### config.mk
export PLATFORM = sky130hd
export DESIGN_NAME = sdseq_top
export DESIGN_NICKNAME = d
export VERILOG_FILES = /design/src/rtl/sdseq_pkg.sv /design/src/rtl/sdseq_regs.sv /design/src/rtl/sdseq_refresh.sv /design/src/rtl/sdseq_fsm.sv /design/src/rtl/sdseq_top.sv
export SDC_FILE = /design/constraint.sdc
export NUM_CORES = 1
export LEC_CHECK = 0
export ABC_AREA = 1
export BUFFER_PORTS_ARGS = -buffer_cell sky130_fd_sc_hd__buf_2
export CORE_MARGIN = 2
export CORE_UTILIZATION = 45
export CTS_CLUSTER_DIAMETER = 30
export DETAILED_ROUTE_END_ITERATION = 7
export PLACE_DENSITY = 0.69
export RECOVER_POWER = 100
export SLEW_MARGIN = 20
export SYNTH_ARGS = -nofsm -noshare
export SYNTH_HDL_FRONTEND = slang
export SYNTH_SLANG_ARGS = --single-unit
export TNS_END_PERCENT = 100
### constraint.sdc
create_clock -name clk -period 5.4 [get_ports clk]
set_input_delay 0.54 -clock clk [delete_from_list [all_inputs] [get_ports clk]]
set_output_delay 0.54 -clock clk [all_outputs]
set_load 0.05 [all_outputs]
### src/rtl/sdseq_pkg.sv
// Shared definitions for the SDRAM control sequencer.
// Assumes a single-rank SDRAM driven with the classic four-strobe command set.
package sdseq_pkg;

    // Command strobes {cs_n, ras_n, cas_n, we_n}
    typedef enum logic [3:0] {
        CMD_NOP = 4'b0111,
        CMD_PRE = 4'b0010,
        CMD_REF = 4'b0001,
        CMD_LMR = 4'b0000
    } sd_cmd_e;

    typedef enum logic [3:0] {
        ST_PWR, ST_PRE, ST_REF, ST_LMR, ST_GAP,
        ST_IDLE, ST_AREF, ST_SRIN, ST_SR, ST_SREXIT
    } seq_state_e;

    localparam logic [1:0] RA_CFG  = 2'd0;
    localparam logic [1:0] RA_TIM  = 2'd1;
    localparam logic [1:0] RA_RATE = 2'd2;
    localparam int         RATE_W  = 16;

endpackage

### src/rtl/sdseq_regs.sv
// Register store for the SDRAM control sequencer.
// Holds the mode fields, self-refresh request, timing counts and refresh rate.
// Emits a one-cycle restart pulse when any lower config byte is written.
// Assumes the write bus is one cycle per write, with no read path.
module sdseq_regs
    import sdseq_pkg::*;
#(
    parameter logic [7:0]        TRFC_RST = 8'd7,
    parameter logic [7:0]        XSR_RST  = 8'd8,
    parameter logic [RATE_W-1:0] RATE_RST = 16'd975
) (
    input  logic              clk,
    input  logic              rst_n,
    input  logic              wr_i,
    input  logic [1:0]        addr_i,
    input  logic [3:0]        be_i,
    input  logic [31:0]       wdata_i,
    output logic              len8_o,
    output logic              cas3_o,
    output logic              sr_req_o,
    output logic [7:0]        trfc_o,
    output logic [7:0]        xsr_o,
    output logic [RATE_W-1:0] rate_o,
    output logic              restart_o
);

    logic cfg_wr, tim_wr, rate_wr;
    logic unused_wdata;

    assign cfg_wr       = wr_i && (addr_i == RA_CFG);
    assign tim_wr       = wr_i && (addr_i == RA_TIM);
    assign rate_wr      = wr_i && (addr_i == RA_RATE);
    assign unused_wdata = ^wdata_i[30:16];

    // Byte-enabled field updates and restart pulse generation
    always_ff @(posedge clk) begin
        if (!rst_n) begin
            len8_o    <= 1'b0;
            cas3_o    <= 1'b1;
            sr_req_o  <= 1'b0;
            trfc_o    <= TRFC_RST;
            xsr_o     <= XSR_RST;
            rate_o    <= RATE_RST;
            restart_o <= 1'b0;
        end else begin
            restart_o <= cfg_wr && (|be_i[2:0]);
            if (cfg_wr && be_i[0]) len8_o   <= wdata_i[0];
            if (cfg_wr && be_i[1]) cas3_o   <= wdata_i[8];
            if (cfg_wr && be_i[3]) sr_req_o <= wdata_i[31];
            if (tim_wr && be_i[0]) trfc_o   <= wdata_i[7:0];
            if (tim_wr && be_i[1]) xsr_o    <= wdata_i[15:8];
            if (rate_wr && be_i[0]) rate_o[7:0]  <= wdata_i[7:0];
            if (rate_wr && be_i[1]) rate_o[15:8] <= wdata_i[15:8];
        end
    end

    // an upper-byte-only config write never raises restart
    p_upper_no_restart_r6: assert property (@(posedge clk) disable iff (!rst_n)
        (wr_i && addr_i == RA_CFG && be_i == 4'b1000) |=> !restart_o);

endmodule

### src/rtl/sdseq_refresh.sv
// Periodic refresh timer.
// Counts down from the programmed rate while enabled and raises a pending
// flag on expiry. The flag is cleared by an acknowledge from the sequencer.
// Assumes a disabled timer reloads, so refresh resumes a full period later.
module sdseq_refresh
    import sdseq_pkg::*;
(
    input  logic              clk,
    input  logic              rst_n,
    input  logic              en_i,
    input  logic [RATE_W-1:0] rate_i,
    input  logic              ack_i,
    output logic              pend_o
);

    logic [RATE_W-1:0] cnt_q;

    // Down-counter with reload and a sticky pending request
    always_ff @(posedge clk) begin
        if (!rst_n) begin
            cnt_q  <= rate_i;
            pend_o <= 1'b0;
        end else if (!en_i) begin
            cnt_q  <= rate_i;
            pend_o <= pend_o && !ack_i;
        end else if (cnt_q == '0) begin
            cnt_q  <= rate_i;
            pend_o <= 1'b1;
        end else begin
            cnt_q  <= cnt_q - 1'b1;
            pend_o <= pend_o && !ack_i;
        end
    end

    // no new refresh request while the timer is suppressed
    p_no_req_when_off_r9: assert property (@(posedge clk) disable iff (!rst_n)
        !en_i |=> !$rose(pend_o));

endmodule

### src/rtl/sdseq_fsm.sv
// Command sequencer for the SDRAM control path.
// Runs power-up initialisation, periodic refresh, and self-refresh entry and exit.
// All command outputs are registered.
// Assumes ADDR_W >= 11, so that address bit 10 exists for precharge-all.
module sdseq_fsm
    import sdseq_pkg::*;
#(
    parameter int PWR_WAIT_CYC = 25000,
    parameter int REF_N        = 8,
    parameter int ADDR_W       = 13
) (
    input  logic              clk,
    input  logic              rst_n,
    input  logic              restart_i,
    input  logic              len8_i,
    input  logic              cas3_i,
    input  logic              sr_req_i,
    input  logic [7:0]        trfc_i,
    input  logic [7:0]        xsr_i,
    input  logic              ref_pend_i,
    output logic              ref_ack_o,
    output logic              ref_en_o,
    output logic              cke_o,
    output sd_cmd_e           cmd_o,
    output logic [ADDR_W-1:0] addr_o,
    output logic              busy_o
);

    localparam int PW_W = $clog2(PWR_WAIT_CYC + 1);
    localparam int CW   = (PW_W > 8) ? PW_W : 8;
    localparam int RW   = $clog2(REF_N + 2);

    seq_state_e        state_q, state_d;
    logic [CW-1:0]     cnt_q, cnt_d, gap_last, xsr_last;
    logic [RW-1:0]     refs_q, refs_d;
    logic              init_q, init_d, cke_d;
    sd_cmd_e           cmd_d;
    logic [ADDR_W-1:0] addr_d;

    assign gap_last = (trfc_i == 8'd0) ? '0 : CW'(trfc_i - 8'd1);
    assign xsr_last = (xsr_i == 8'd0)  ? '0 : CW'(xsr_i - 8'd1);
    assign busy_o   = init_q || (state_q == ST_SREXIT);
    assign ref_en_o = !busy_o && (state_q == ST_IDLE || state_q == ST_AREF || state_q == ST_GAP);

    // Next-state, next-command and counter logic
    always_comb begin
        state_d   = state_q;
        cnt_d     = cnt_q;
        refs_d    = refs_q;
        init_d    = init_q;
        cmd_d     = CMD_NOP;
        cke_d     = 1'b1;
        addr_d    = '0;
        ref_ack_o = 1'b0;
        if (restart_i) begin
            state_d = ST_PWR;
            cnt_d   = '0;
            init_d  = 1'b1;
        end else begin
            case (state_q)
                ST_PWR: begin
                    if (cnt_q == CW'(PWR_WAIT_CYC - 1)) begin
                        state_d = ST_PRE;
                        cnt_d   = '0;
                    end else begin
                        cnt_d = cnt_q + 1'b1;
                    end
                end
                ST_PRE: begin
                    cmd_d      = CMD_PRE;
                    addr_d[10] = 1'b1;
                    refs_d     = '0;
                    cnt_d      = '0;
                    state_d    = ST_GAP;
                end
                ST_REF: begin
                    cmd_d   = CMD_REF;
                    refs_d  = refs_q + 1'b1;
                    cnt_d   = '0;
                    state_d = ST_GAP;
                end
                ST_LMR: begin
                    cmd_d       = CMD_LMR;
                    addr_d[2:0] = len8_i ? 3'd3 : 3'd2;
                    addr_d[6:4] = cas3_i ? 3'd3 : 3'd2;
                    refs_d      = refs_q + 1'b1;
                    cnt_d       = '0;
                    state_d     = ST_GAP;
                end
                ST_GAP: begin
                    if (cnt_q >= gap_last) begin
                        cnt_d = '0;
                        if (!init_q)                     state_d = ST_IDLE;
                        else if (refs_q < RW'(REF_N))    state_d = ST_REF;
                        else if (refs_q == RW'(REF_N))   state_d = ST_LMR;
                        else begin
                            state_d = ST_IDLE;
                            init_d  = 1'b0;
                        end
                    end else begin
                        cnt_d = cnt_q + 1'b1;
                    end
                end
                ST_IDLE: begin
                    if (sr_req_i)        state_d = ST_SRIN;
                    else if (ref_pend_i) state_d = ST_AREF;
                end
                ST_AREF: begin
                    cmd_d     = CMD_REF;
                    ref_ack_o = 1'b1;
                    cnt_d     = '0;
                    state_d   = ST_GAP;
                end
                ST_SRIN: begin
                    cmd_d   = CMD_REF;
                    cke_d   = 1'b0;
                    state_d = ST_SR;
                end
                ST_SR: begin
                    cke_d = 1'b0;
                    if (!sr_req_i) begin
                        cke_d   = 1'b1;
                        cnt_d   = '0;
                        state_d = ST_SREXIT;
                    end
                end
                ST_SREXIT: begin
                    if (cnt_q >= xsr_last) begin
                        cnt_d   = '0;
                        state_d = ST_IDLE;
                    end else begin
                        cnt_d = cnt_q + 1'b1;
                    end
                end
                default: state_d = ST_PWR;
            endcase
        end
    end

    // State and output registers
    always_ff @(posedge clk) begin
        if (!rst_n) begin
            state_q <= ST_PWR;
            cnt_q   <= '0;
            refs_q  <= '0;
            init_q  <= 1'b1;
            cmd_o   <= CMD_NOP;
            cke_o   <= 1'b1;
            addr_o  <= '0;
        end else begin
            state_q <= state_d;
            cnt_q   <= cnt_d;
            refs_q  <= refs_d;
            init_q  <= init_d;
            cmd_o   <= cmd_d;
            cke_o   <= cke_d;
            addr_o  <= addr_d;
        end
    end

    // reserved mode bits stay clear
    p_mode_fixed_r1: assert property (@(posedge clk) disable iff (!rst_n)
        (cmd_o == CMD_LMR) |-> (addr_o[9:7] == 3'd0 && addr_o[3] == 1'b0));
    // CAS latency field is one of the two supported codes
    p_cas_code_r2: assert property (@(posedge clk) disable iff (!rst_n)
        (cmd_o == CMD_LMR) |-> (addr_o[6:4] == 3'd2 || addr_o[6:4] == 3'd3));
    // precharge is always the all-banks form
    p_pre_all_r4: assert property (@(posedge clk) disable iff (!rst_n)
        (cmd_o == CMD_PRE) |-> addr_o[10]);
    // a restart makes the block busy on the next cycle
    p_restart_busy_r6: assert property (@(posedge clk) disable iff (!rst_n)
        restart_i |=> busy_o);
    // clock enable held low means the command bus is quiet
    p_sr_quiet_r7: assert property (@(posedge clk) disable iff (!rst_n)
        (!cke_o && $past(!cke_o)) |-> (cmd_o == CMD_NOP));
    // leaving self-refresh starts a busy exit window
    p_exit_busy_r8: assert property (@(posedge clk) disable iff (!rst_n)
        $rose(cke_o) |-> busy_o);

endmodule

### src/rtl/sdseq_top.sv
// SDRAM initialisation and control-command sequencer, top level.
// Connects the register store, the refresh timer and the command sequencer,
// and splits the command onto the four strobes.
// Assumes the bus and the SDRAM run on the same clock.
module sdseq_top
    import sdseq_pkg::*;
#(
    parameter int PWR_WAIT_CYC = 25000,
    parameter int REF_N        = 8,
    parameter int ADDR_W       = 13
) (
    input  logic              clk,
    input  logic              rst_n,
    input  logic              reg_wr_i,
    input  logic [1:0]        reg_addr_i,
    input  logic [3:0]        reg_be_i,
    input  logic [31:0]       reg_wdata_i,
    output logic              sd_cke_o,
    output logic              sd_cs_n_o,
    output logic              sd_ras_n_o,
    output logic              sd_cas_n_o,
    output logic              sd_we_n_o,
    output logic [ADDR_W-1:0] sd_addr_o,
    output logic              busy_o
);

    logic              len8, cas3, sr_req, restart, ref_pend, ref_ack, ref_en;
    logic [7:0]        trfc, xsr;
    logic [RATE_W-1:0] rate;
    sd_cmd_e           cmd;

    sdseq_regs u_regs (
        .clk(clk), .rst_n(rst_n), .wr_i(reg_wr_i), .addr_i(reg_addr_i),
        .be_i(reg_be_i), .wdata_i(reg_wdata_i), .len8_o(len8), .cas3_o(cas3),
        .sr_req_o(sr_req), .trfc_o(trfc), .xsr_o(xsr), .rate_o(rate),
        .restart_o(restart)
    );

    sdseq_refresh u_refresh (
        .clk(clk), .rst_n(rst_n), .en_i(ref_en), .rate_i(rate),
        .ack_i(ref_ack), .pend_o(ref_pend)
    );

    sdseq_fsm #(
        .PWR_WAIT_CYC(PWR_WAIT_CYC), .REF_N(REF_N), .ADDR_W(ADDR_W)
    ) u_fsm (
        .clk(clk), .rst_n(rst_n), .restart_i(restart), .len8_i(len8),
        .cas3_i(cas3), .sr_req_i(sr_req), .trfc_i(trfc), .xsr_i(xsr),
        .ref_pend_i(ref_pend), .ref_ack_o(ref_ack), .ref_en_o(ref_en),
        .cke_o(sd_cke_o), .cmd_o(cmd), .addr_o(sd_addr_o), .busy_o(busy_o)
    );

    assign {sd_cs_n_o, sd_ras_n_o, sd_cas_n_o, sd_we_n_o} = cmd;

endmodule

==> impl.org <==
** Outcome
- Status :: finished clean

** Setup path
- The worst setup path is launched from a primary input.
- Arrival time reported for the critical path endpoint :: 3.52 ns
- On the critical path, the stage with the largest delay is an instance of clkbuf_1.
- Along the worst path, the maximum fanout reaches 35.
- Buffers and inverters on the worst path :: 2
- On the worst path, the slowest cell contributes a delay of slightly below 1 ns.
- The critical path in this run is classified as in2reg.
- Traced cell by cell, the critical path runs through clkbuf_1 -> inv_1 -> nor3_1 -> nand2_1 -> mux2_1.
- CP Data Required Time :: 5.65 ns
- STA classifies the critical path endpoint as a flip-flop.
- On the critical path the largest part of the delay comes from buffers and inverters.

** Routing
- Detailed routing inserted a total of 4610 vias.
- Vias per Instance :: 5.01
- The first detailed-routing pass took 4 iterations.
- For this run, design rule violations remaining after detail routing come to 0.
- Dividing the detail-routed wire length by the instance count gives about 12 um.
- ANT nets after route :: 0
- The final layout contains routed wiring with a total length of 11000 um.
- In this run, the number of DRC markers left after iteration 0 of detailed routing was 231.

** Yosys
- Biggest area consumer among synthesized cells :: dfxtp_1
- In this run the biggest area consumer among cell types represents 33.7% of the synthesized area.
- During synthesis, Yosys emitted a total of 0 warnings.
- Synthesis inferred 85 register bits.
- Library cells used by synthesis :: 43
- Top post-synthesis cells by area :: dfxtp_1, nand2_1, ha_1, nor2_1, inv_1
- Sequential element share of the synthesized area :: around a third
- Average cell area after synthesis :: 6.90 sq um
- The cell count after synthesis came out at 732.
- Total standard cell area after synthesis :: 5050 sq um

** Hold path
- Worst Hold Class :: in2reg

** Finish
- After the last flow step, the layout net total stands at 854.
- Share of post-route cells with drive strength above 1 :: 8.45%
- Once layout is complete, the cells apart from fillers number ~920.
- The repair_antennas step left the layout with diodes totalling 0.
- Most used cells in the layout excluding fill and tap cells :: nand2_1, nor2_1, dfxtp_1
- Most common cell after layout, fill and taps aside :: nand2_1
- Layout overhead on the synthesized area :: 8.60%

** GRT
- Aggregate global routing overflow :: 0
- First-pass GRT wire length :: 18300 um
- Entering global routing, the biggest net connects 36 pins.
- Via count of the first global-routing pass :: 4308
- Global routing used 19.1% of the available tracks.
- The initial antenna violation count came to 0.

** Power
- For this design the static power due to leakage is 2.53 nW.
- Power per unit of standard cell area :: approximately 290 nW/um^2
- Worst voltage drop across the vdd grid :: 0.000215 V

** Flow run
- Max Cap Viol :: 0

** Timing
- The number of pins exceeding their max-slew limit in the final report came to 0.
- Setup repair after global routing left no endpoint under its margin.
- In the final timing run, aggregate negative setup slack is 0 ns.
- Final worst-path cycle share :: 60.5%
- Final worst-path setup slack :: 2.13 ns
- Maximum clock frequency :: roughly 300 MHz
- The worst pin sits at a relative slew slack of approximately 7.5%.
- Post-route clock skew :: 0.00868 ns
- Setup violations, final :: 0
- Transition time at the pin with the least slew margin :: 1.39 ns
- The smallest clock period supported by the final layout is computed as 3.27 ns.
- The number of endpoints with negative hold slack in the final report came to 0.
- Across all hold checks on the routed design, the worst slack comes to 0.414 ns.

** Clock tree
- Hold-fix buffers at CTS :: 0
- TritonCTS built the clock tree.
- Clock tree sinks :: 85
- Counting the buffers created by CTS gives 9.
- Clock-pin slew reported for the worst setup and hold paths after clock tree synthesis :: 0.09 ns
- The later pin in the worst-skew pair is clocked with a latency of ~0.37 ns.
- Post-CTS setup buffers :: 0
- The tree is rooted in a clkbuf_8.
- Post-CTS sizing :: 0
- CTS built an H-tree with a depth of 3.
- The clock passes through at most 2 buffers.

** Floorplan
- The floorplan step defined a die boundary enclosing 12100 sq um.
- 60 I/O pins were placed.
- Total number of placement rows :: 38
- Die X :: 110 um
- Initial Util :: 46.4%
- From bottom edge to top edge, the die measures 110 um.
- The core region is 10900 sq um.

** Placement
- Half-perimeter wire length after placement :: around 8500 um
- Setup slack at placement :: 2.58 ns
- GPL Wtd Cong :: between 0.9 and 1
- In this run the tool buffered the top-level ports with 35 buffer cells.
- Number of instances in the placed design :: 905
[per-layer routing]
metal,vias up,part of all wire (%),global-route usage (%)
met4,0,0.51,4.16
met5,-,0,0
li1,2423,-,-
met1,2111,46,21.8
met3,8,3.8,4.98
met2,68,50,35.5
[synthesized netlist by cell type (all sizes together)]
library cell,n
a211oi,1
dfxtp,85
nor4,2
xor2,21
mux2i,1
a21boi,2
mux2,3
o211ai,2
a32o,1
a21oi,49
clkbuf,7
o31ai,1
nand3,38
inv,85
a31oi,5
nand4,7
conb,2
clkinv,3
nor3,24
nor2,102
ha,37
buf,16
nand3b,2
o21bai,1
a22oi,1
a21o,1
or2,4
nand2,173
xnor2,4
o21ai,52
[final timing paths]
path	endpoint	from	cells after the start	slack (ns)
max	u_refresh.cnt_q[13]$_DFF_P_	rst_n	5	2.13
min	u_regs.rate_o[9]$_SDFFE_PN1P_	reg_wdata_i[9]	3	0.41
max reg2reg	u_fsm.cnt_q[13]$_SDFFE_PP0P_	u_regs.trfc_o[0]$_SDFFE_PN1P_	16	2.35
min reg2reg	u_fsm.addr_o[4]$_SDFF_PP0_	u_regs.cas3_o$_SDFFE_PN1P_	2	0.43
[sequential cells by signal, indices dropped and copies added (netlist names), 3 cells and up]
register	flops
u_regs.rate_o	16
u_fsm.cnt_q	15
u_regs.trfc_o	8
u_fsm.addr_o	4
u_regs.xsr_o	8
u_fsm.state_q	4
u_refresh.cnt_q	16
u_fsm.refs_q	4
u_fsm.cmd_o	3
[power by group]
part	total, mW	switching [mW]	internal (mW)
clock network	0.423	0.231	0.192
logic	0.469	0.337	0.132
registers	0.707	0.0365	0.670
total	1.60	0.604	0.995
[kinds of logic (layout without fill, tap and decap cells)]
group	Yosys count	count (layout)	share of synthesized area (%)
and+or+nand+nor	352	352	29.9
AOI/OAI and AO/OA	116	116	12.4
buffers and inverters	111	139	9.49
DFF	85	85	33.7
adders and majority gates	37	37	9.17
xor gates and xnor gates	25	25	4.34
muxes	4	4	0.867
other	2	23	0.149
[metrics by stage]
step	total power [mW]	area, sq um	utilization [%]
2_1_floorplan	1.11	5130	-
3_3_place_gp	1.18	5330	49.0
3_5_place_dp	1.19	5330	49.0
4_1_cts	1.62	5520	50.7
5_1_grt	1.69	5480	50.4
6_report	1.60	5480	50.4
[worst reg2reg max path, cell delays in order (launching register included)]
cell	delay, ns
dfxtp_1	0.32
inv_1	0.09
ha_1	0.21
nand4_1	0.18
nor3_1	0.37
inv_1	0.13
nand2_1	0.09
ha_1	0.14
nand2_1	0.05
nor2_1	0.15
nand2_1	0.09
o21ai_0	0.17
nor2_1	0.07
nand3_1	0.13
nand3_1	0.46
nand2_1	0.21
a21oi_1	0.08
[final cells by class]
type | count | area [sq um]
fill | 1113 | 5400
multi-input combinational | 557 | 2930
sequential | 85 | 1700
inverter | 88 | 333
tap | 140 | 175
timing repair buffer | 35 | 161
clock buffer | 11 | 151
clock inverter | 5 | 33.8
Note: power is estimated with default switching activity, not from simulation.
